$ cat src/rtl/pgrom_pkg.sv
package pgrom_pkg;
    // Smallest page is 2**PG_MIN_LOG2 bytes; PG_CODES sizes in total.
    localparam int PG_MIN_LOG2 = 3;
    localparam int PG_CODES    = 5;
    localparam int PG_SEL_W    = 3;

    function automatic int unsigned code_index(input logic [PG_SEL_W-1:0] sel);
        if (int'(sel) >= PG_CODES) return PG_CODES - 1;
        return int'(sel);
    endfunction
endpackage

$ cat src/rtl/pgrom_page_cmp.sv
module pgrom_page_cmp
    import pgrom_pkg::*;
#(
    parameter int AW = 32
) (
    input  logic [AW-1:0]       addr_new,
    input  logic [AW-1:0]       addr_old,
    input  logic [PG_SEL_W-1:0] sel,
    output logic                same_page
);
    localparam int TOP_LOG2 = PG_MIN_LOG2 + PG_CODES - 1;

    logic [AW-1:0]       diff;
    logic [PG_CODES-1:0] match;

    assign diff = addr_new ^ addr_old;

    // One comparator per page size; only bits at or above the boundary count.
    for (genvar g = 0; g < PG_CODES; g++) begin : g_size
        localparam int SH = PG_MIN_LOG2 + g;
        assign match[g] = (diff[AW-1:SH] == '0);
    end

    always_comb begin
        same_page = match[code_index(sel)];
    end

    if (AW <= TOP_LOG2) begin : g_bad_aw
        initial $fatal(1, "address too narrow for largest page");
    end
endmodule

$ cat src/rtl/pgrom_wait_cnt.sv
module pgrom_wait_cnt #(
    parameter int WW = 4
) (
    input  logic          clk,
    input  logic          rst_n,
    input  logic          load,
    input  logic [WW-1:0] load_val,
    output logic          busy,
    output logic          expire
);
    typedef struct packed {
        logic          busy;
        logic [WW-1:0] cnt;
    } cnt_st_t;

    cnt_st_t st_d, st_q;

    always_comb begin
        st_d = st_q;
        if (load && (load_val != '0)) begin
            st_d.busy = 1'b1;
            st_d.cnt  = load_val - 1'b1;
        end else if (st_q.busy) begin
            if (st_q.cnt == '0) st_d.busy = 1'b0;
            else                st_d.cnt  = st_q.cnt - 1'b1;
        end
    end

    always_ff @(posedge clk) begin
        if (!rst_n) st_q <= '0;
        else        st_q <= st_d;
    end

    assign busy   = st_q.busy;
    assign expire = st_q.busy && (st_q.cnt == '0);
endmodule

$ cat src/rtl/pgrom_wait_ctl.sv
module pgrom_wait_ctl
    import pgrom_pkg::*;
#(
    parameter int AW = 32,
    parameter int WW = 4
) (
    input  logic                clk,
    input  logic                rst_n,
    input  logic                cyc_start,
    input  logic                other_cyc,
    input  logic [AW-1:0]       addr,
    input  logic [PG_SEL_W-1:0] page_sel,
    input  logic [WW-1:0]       wait_on,
    input  logic [WW-1:0]       wait_off,
    output logic                ready,
    output logic                page_hit
);
    typedef struct packed {
        logic [AW-1:0] last_addr;
        logic          valid;
        logic          hit;
    } ctl_st_t;

    ctl_st_t       st_d, st_q;
    logic          busy_q;
    logic          expire;
    logic          accept;
    logic          same_page;
    logic          hit_now;
    logic [WW-1:0] sel_wait;

    pgrom_page_cmp #(.AW(AW)) u_cmp (
        .addr_new (addr),
        .addr_old (st_q.last_addr),
        .sel      (page_sel),
        .same_page(same_page)
    );

    always_comb begin
        accept   = cyc_start && !busy_q;
        hit_now  = st_q.valid && same_page;
        sel_wait = hit_now ? wait_on : wait_off;

        st_d = st_q;
        if (accept) begin
            st_d.last_addr = addr;
            st_d.valid     = 1'b1;
            st_d.hit       = hit_now;
        end else if (other_cyc) begin
            st_d.valid = 1'b0;
        end
    end

    always_ff @(posedge clk) begin
        if (!rst_n) st_q <= '0;
        else        st_q <= st_d;
    end

    pgrom_wait_cnt #(.WW(WW)) u_cnt (
        .clk     (clk),
        .rst_n   (rst_n),
        .load    (accept),
        .load_val(sel_wait),
        .busy    (busy_q),
        .expire  (expire)
    );

    assign ready    = (accept && (sel_wait == '0)) || expire;
    assign page_hit = accept ? hit_now : st_q.hit;
endmodule

$ cat config.mk
export PLATFORM = sky130hd
export DESIGN_NAME = pgrom_wait_ctl
export DESIGN_NICKNAME = d
export VERILOG_FILES = /design/src/rtl/pgrom_pkg.sv /design/src/rtl/pgrom_page_cmp.sv /design/src/rtl/pgrom_wait_cnt.sv /design/src/rtl/pgrom_wait_ctl.sv
export SDC_FILE = /design/constraint.sdc
export NUM_CORES = 1
export LEC_CHECK = 0
export BUFFER_PORTS_ARGS = -buffer_cell sky130_fd_sc_hd__buf_2
export CAP_MARGIN = 15
export CORE_UTILIZATION = 56
export CTS_BUF_LIST = sky130_fd_sc_hd__clkbuf_16
export CTS_CLUSTER_DIAMETER = 120
export DETAILED_ROUTE_END_ITERATION = 10
export HOLD_SLACK_MARGIN = 0.06
export MAX_ROUTING_LAYER = met4
export PLACE_DENSITY = 0.84
export SYNTH_ARGS = -nofsm -noshare
export SYNTH_HDL_FRONTEND = slang
export SYNTH_SLANG_ARGS = --single-unit
$ cat constraint.sdc
create_clock -name clk -period 5.1 [get_ports clk]
set_input_delay 0.765 -clock clk [delete_from_list [all_inputs] [get_ports clk]]
set_output_delay 0.765 -clock clk [all_outputs]
set_load 0.1 [all_outputs]
After elaboration in Yosys (flattened, before gate mapping)

Index checks and enable logic that the tools add are counted.

Add/sub/neg operators: 2
Order comparisons: 2
Eq/ne operators: 1
Mux-type cells: 13
Bitwise gates (word level): 1
Reduce and logical (&&, ||, !) cells: 18

Operators with widths:

| operator                                                    | count |
|---|---|
| XOR 32 bit                                                  | 1 |
| logical NOT 29 bit                                          | 1 |
| logical NOT 28 bit                                          | 1 |
| logical NOT 27 bit                                          | 1 |
| logical NOT 26 bit                                          | 1 |
| logical NOT 25 bit                                          | 1 |
| 2-to-1 mux 5 bit                                            | 2 |
| logical NOT 4 bit                                           | 2 |
| 2-to-1 mux 4 bit                                            | 2 |
| subtractor 4 x 1 -> 4 bit (second input constant)           | 2 |
| 2-to-1 mux 1 bit                                            | 6 |
| 2-to-1 mux 3 bit                                            | 2 |
| logical AND 1 bit                                           | 5 |
| less-than comparator 3 x 4 -> 1 bit (second input constant) | 1 |
| nonzero test 2 bit                                          | 2 |
| nonzero test 4 bit                                          | 1 |
| binary-select mux 1 bit (select 3 bit)                      | 1 |
| >= comparator 3 bit (second input constant)                 | 1 |
| != test 2 x 1 -> 1 bit (second input constant)              | 1 |
| AND reduction 2 bit                                         | 1 |
| logical NOT 1 bit                                           | 1 |
| logical OR 1 bit                                            | 1 |

Flip-flop bits (word level): 39
Logic and storage cells: 42

Depth between registers and ports, before layout

Word-level depth: 11
Depth in mapped cells: 13

Cells and area by module

From an unflattened synthesis, not the netlist that was laid out.

Cells, all modules: 248
Area, all modules: 2093.3 um^2

By module, submodules not included:

| module         | times used | cells an instance | area each (um^2) | sequential area each (um^2) |
|---|---|---|---|---|
| pgrom_wait_ctl | 1          | 158               | 1352.5           | 680.7 |
| pgrom_wait_cnt | 1          | 47                | 380.4            | 100.1 |
| pgrom_page_cmp | 1          | 43                | 360.3            | 0.0 |

Least setup slack after synthesis

No wires, ideal clock.

Path type: input to output
From: input addr[9]
To: output ready
Data arrival time: 4.226 ns
Data required time: 4.335 ns
Setup slack: 0.109 ns
Cell stages on the path: 12
Path buffers: 1
Cell sequence: xnor2_1 nand4_1 or4_1 a2111o_1 buf_6 mux2i_1 ha_1 or2b_2 nor2_1 mux2_4 a21oi_1 nor2_1

Longest elaborated chain between the ends: 9
Elaborated cells between the ends (all ways): 13
Classes of those cells: mux (3); bitwise (1); reduce/logical (9)

RTL lines:

| item                                       | RTL line             | RTL |
|---|---|---|
| from (decl)                                | pgrom_wait_ctl.sv:11 | `input logic [AW-1:0] addr,` |
| XOR 32 bit *                               | pgrom_page_cmp.sv:16 | `assign diff = addr_new ^ addr_old;` |
| logical NOT 29 bit (tied with other cells) | pgrom_page_cmp.sv:21 | `assign match[g] = (diff[AW-1:SH] == '0);` |
| binary-select mux 1 bit (select 3 bit) *   | pgrom_page_cmp.sv:25 | `same_page = match[code_index(sel)];` |
| 2-to-1 mux 1 bit (not written as such) *   | pgrom_page_cmp.sv:25 |  |
| logical AND 1 bit *                        | pgrom_wait_ctl.sv:41 | `hit_now = st_q.valid && same_page;` |
| 2-to-1 mux 4 bit *                         | pgrom_wait_ctl.sv:42 | `sel_wait = hit_now ? wait_on : wait_off;` |
| logical NOT 4 bit *                        | pgrom_wait_ctl.sv:68 | `assign ready = (accept && (sel_wait == '0)) \|\| expire;` |
| logical AND 1 bit *                        | pgrom_wait_ctl.sv:68 |  |
| logical OR 1 bit *                         | pgrom_wait_ctl.sv:68 |  |
| to (decl)                                  | pgrom_wait_ctl.sv:15 | `output logic ready,` |

Mark *: on every way between the ends. The rest lies on a longest branch, timed or not. The select of a mux whose other input is x is not followed.

Final worst setup path

Same ends and word-level chain as after synthesis.

==> flow_summary.yaml <==
outcome:
  outcome: "finished clean"
sta:
  slew-limit-headroom_pct: 37.5
  final_worst_slack_ps: 376
  grt_setup_unrepaired: "false"
  final_period_minus_worst_setup_slack_ps: 4720
  skew_ps: 2.32
  timing_worst_slew_pin_value_ps: 932
  finalHoldViolCount: 0
  post-route-period-util_pct: 92.6
  timing.final.setup_violations: 0
  max_clock_freq_ghz: 0.212
  slew_viol_final: 0
  setup-tns-final_ps: 0
power:
  power_density_relative_to_cell_area_mw_per_mm2: 323
  total_leakage_power_nw: 0.936
  maximum_vdd_drop_v: 0.000173
yosys:
  post_synthesis_mean_instance_area_um2: 7.90
  synth-async-reset-ratio_pct: 0
  yosys_most_used_dff: "sky130_fd_sc_hd__dfxtp_1"
  number_of_synthesized_register_bits: 36
  postSynthNetCount: 287
  post_synth_edffs: 0
  warnings_from_yosys: 0
  synth.cell_area_mm2: 0.00187
  post_synth_inst_count: 237
  synth.area.top_cells: "sky130_fd_sc_hd__dfxtp_1, sky130_fd_sc_hd__nand2_1, sky130_fd_sc_hd__a21oi_1, sky130_fd_sc_hd__xnor2_1, sky130_fd_sc_hd__xor2_1"
  synth_top_cell_area_share_pct: 38.5
  post_synthesis_sequential_area_ratio_pct: 38.5
  synth_top_cell_by_area: "sky130_fd_sc_hd__dfxtp_1"
  post_synth_num_cell_types: 36
detailed_routing:
  post_drt_wl_per_cell_um: 12.4
  detail_route.iter0.violations: 97
  via_count: 1694
  route.antenna.remaining_nets: 0
  detailedRoute.firstPassIterationCount: 4
  remaining_drc_errors: 0
  routed_wirelength_um: 4010
  routed_via_density: 5.23
flow_run:
  max_cap_viol_count: 0
global_route:
  grt_pass1_vias: 1526
  grt_pass1_wl_um: 6500
  initial_antenna_violation_count: 0
  globalRouteOverflowTotal: 0
  globalRouteTotalUtil_pct: 25.3
  grt_max_degree: 35
critical_path:
  timing_worst_setup_path_type: "input port to primary output"
  startpoint_type: "input port"
  setup.worst_path.end_class: "primary output"
  worst-path-max-fanout: 9
  cp_data_arrival_time_ps: 3960
  worst-endpoint-required_ps: 4340
cells_and_area:
  layoutNonFillerInstCount: 324
  num-nets-final: 330
  post-route-util_pct: 72.6
  antenna-diode-count: 0
  layout_cells_sized_above_1_pct: 21.4
  areaGrowthSynthToFinish_pct: 20.4
floorplan:
  chipHeight_um: 59.8
  floorplan.die_area_mm2: 0.00358
  std_cell_rows: 20
  floorplan.io_pins: 49
  initial_utilization_pct: 60.3
  chipWidth_um: 59.8
  placeable_core_region_mm2: 0.00310
clocking:
  cts_root_buffer: "sky130_fd_sc_hd__clkbuf_16"
  htree_num_levels: 2
  cts_made_buffers: 5
  cts_tree: "done"
  clkLatencyLatePin_ps: 280
  cts.reportedPaths.clkPinSlew_ps: 50
  cts_sinks: 36
  holdBufCountCts: 0
  clockBufferDepth: 2
  cts_setup_buffers: 0
  number_of_cells_upsized_or_downsized_after_cts: 0
placed_design:
  preCtsSetupSlack_ps: 371
  dpl.cell_count: 317
  finalWeightedCongestion: 0.752
  place.port_buffers: 45
  detailed_place_hpwl_um: 2740
min_path:
  hold_path_class: "register to register"
[kinds of logic (layout without fill, tap and decap cells)]
| family | after synthesis | in the layout | synth area share [%] |
|---|---|---|---|
| compound gates | 52 | 52 | 16.3 |
| simple gates | 95 | 95 | 22.6 |
| buf+inv | 16 | 59 | 3.61 |
| xor+xnor | 31 | 31 | 14.5 |
| mux | 4 | 4 | 2.47 |
| fa+ha+maj | 3 | 3 | 2.01 |
| flops | 36 | 36 | 38.5 |
[final timing paths]
check                                            from                          to  slack (ps)  depth (start not counted)
worst max register to register  st_q[11]$_SDFFE_PN0P_  u_cnt.st_q[0]$_SDFFE_PN0P_        1770                         12
worst min register to register   st_q[6]$_SDFFE_PN0P_        st_q[6]$_SDFFE_PN0P_         460                          2
worst max-delay path                          addr[9]                       ready         380                         13
worst min-delay path             st_q[6]$_SDFFE_PN0P_        st_q[6]$_SDFFE_PN0P_         460                          2
[placed cells by master (no fill, tap or decap), types with 4 or more instances in the layout]
| cell type | instances |
|---|---|
| sky130_fd_sc_hd__a21oi_1 | 36 |
| sky130_fd_sc_hd__buf_2 | 45 |
| sky130_fd_sc_hd__clkbuf_16 | 5 |
| sky130_fd_sc_hd__dfxtp_1 | 36 |
| sky130_fd_sc_hd__inv_1 | 4 |
| sky130_fd_sc_hd__nand2_1 | 61 |
| sky130_fd_sc_hd__nand2b_1 | 4 |
| sky130_fd_sc_hd__nand4_1 | 4 |
| sky130_fd_sc_hd__nor2_1 | 11 |
| sky130_fd_sc_hd__nor3_1 | 4 |
| sky130_fd_sc_hd__xnor2_1 | 20 |
| sky130_fd_sc_hd__xor2_1 | 11 |
[metrics by stage]
stage	power [mW]	hold WS, ps	area [um2]
floorplan	0.411	448	1870
global placement	0.450	453	2120
detailed placement	0.454	459	2120
CTS	0.734	466	2250
global route	0.763	481	2250
finish	0.729	463	2250
[synth_stat cells, types with 2 or more instances]
| library cell | number |
|---|---|
| sky130_fd_sc_hd__ha_1 | 3 |
| sky130_fd_sc_hd__buf_1 | 3 |
| sky130_fd_sc_hd__xor2_1 | 11 |
| sky130_fd_sc_hd__nand2_1 | 61 |
| sky130_fd_sc_hd__nand4_1 | 4 |
| sky130_fd_sc_hd__nor3_1 | 4 |
| sky130_fd_sc_hd__dfxtp_1 | 36 |
| sky130_fd_sc_hd__nand2b_1 | 4 |
| sky130_fd_sc_hd__mux2i_1 | 2 |
| sky130_fd_sc_hd__and2_1 | 3 |
| sky130_fd_sc_hd__xnor2_1 | 20 |
| sky130_fd_sc_hd__nor2_1 | 11 |
| sky130_fd_sc_hd__a21oi_1 | 36 |
| sky130_fd_sc_hd__a31oi_1 | 2 |
| sky130_fd_sc_hd__or2b_2 | 3 |
| sky130_fd_sc_hd__inv_1 | 4 |
| sky130_fd_sc_hd__clkbuf_1 | 7 |
| sky130_fd_sc_hd__o2111ai_1 | 2 |
| sky130_fd_sc_hd__o21ai_0 | 3 |
| sky130_fd_sc_hd__o211ai_1 | 2 |
[power by group]
| part | total [mW] | internal (mW) | switching (mW) |
|---|---|---|---|
| registers | 0.317 | 0.303 | 0.0148 |
| clock network | 0.278 | 0.174 | 0.104 |
| logic | 0.134 | 0.0577 | 0.0759 |
[flip-flops by register name, indices dropped and copies added, names as in the netlist]
register and count:
st_q 31, u_cnt.busy 1, u_cnt.st_q 4
[per-layer routing]
| metal | part of all wire (%) | up-vias | wire length (um) | GRT usage [%] |
|---|---|---|---|---|
| met1 | 43 | 749 | 1730 | 28.8 |
| met4 | 2.3 | 0 | 91 | 9.63 |
| met5 | 0 | - | 0 | - |
| met3 | 5.2 | 10 | 209 | 7.14 |
| met2 | 49 | 56 | 1980 | 41.9 |
| li1 | - | 879 | - | - |
[layout make-up]
type                    count  area (um2)
fillers                   260         850
clock inverters             2        7.51
inverters                   5        18.8
flip-flops and latches     36         721
clock buffers               5         125
well taps                  44        55.1
repair buffers             47         240
multi-input cells         185        1090
[critical path, stage by stage]
cell                       delay [ps]
sky130_fd_sc_hd__buf_2            110
sky130_fd_sc_hd__xnor2_1          180
sky130_fd_sc_hd__nand4_1          100
sky130_fd_sc_hd__or4_1            560
sky130_fd_sc_hd__a2111o_1         530
sky130_fd_sc_hd__mux2i_1          220
sky130_fd_sc_hd__ha_1             210
sky130_fd_sc_hd__or2b_2           310
sky130_fd_sc_hd__nor2_1           140
sky130_fd_sc_hd__mux2_4           220
sky130_fd_sc_hd__a21oi_1           70
sky130_fd_sc_hd__nor2_1            80
sky130_fd_sc_hd__buf_2            420
Note: power is estimated with default switching activity, not from simulation.
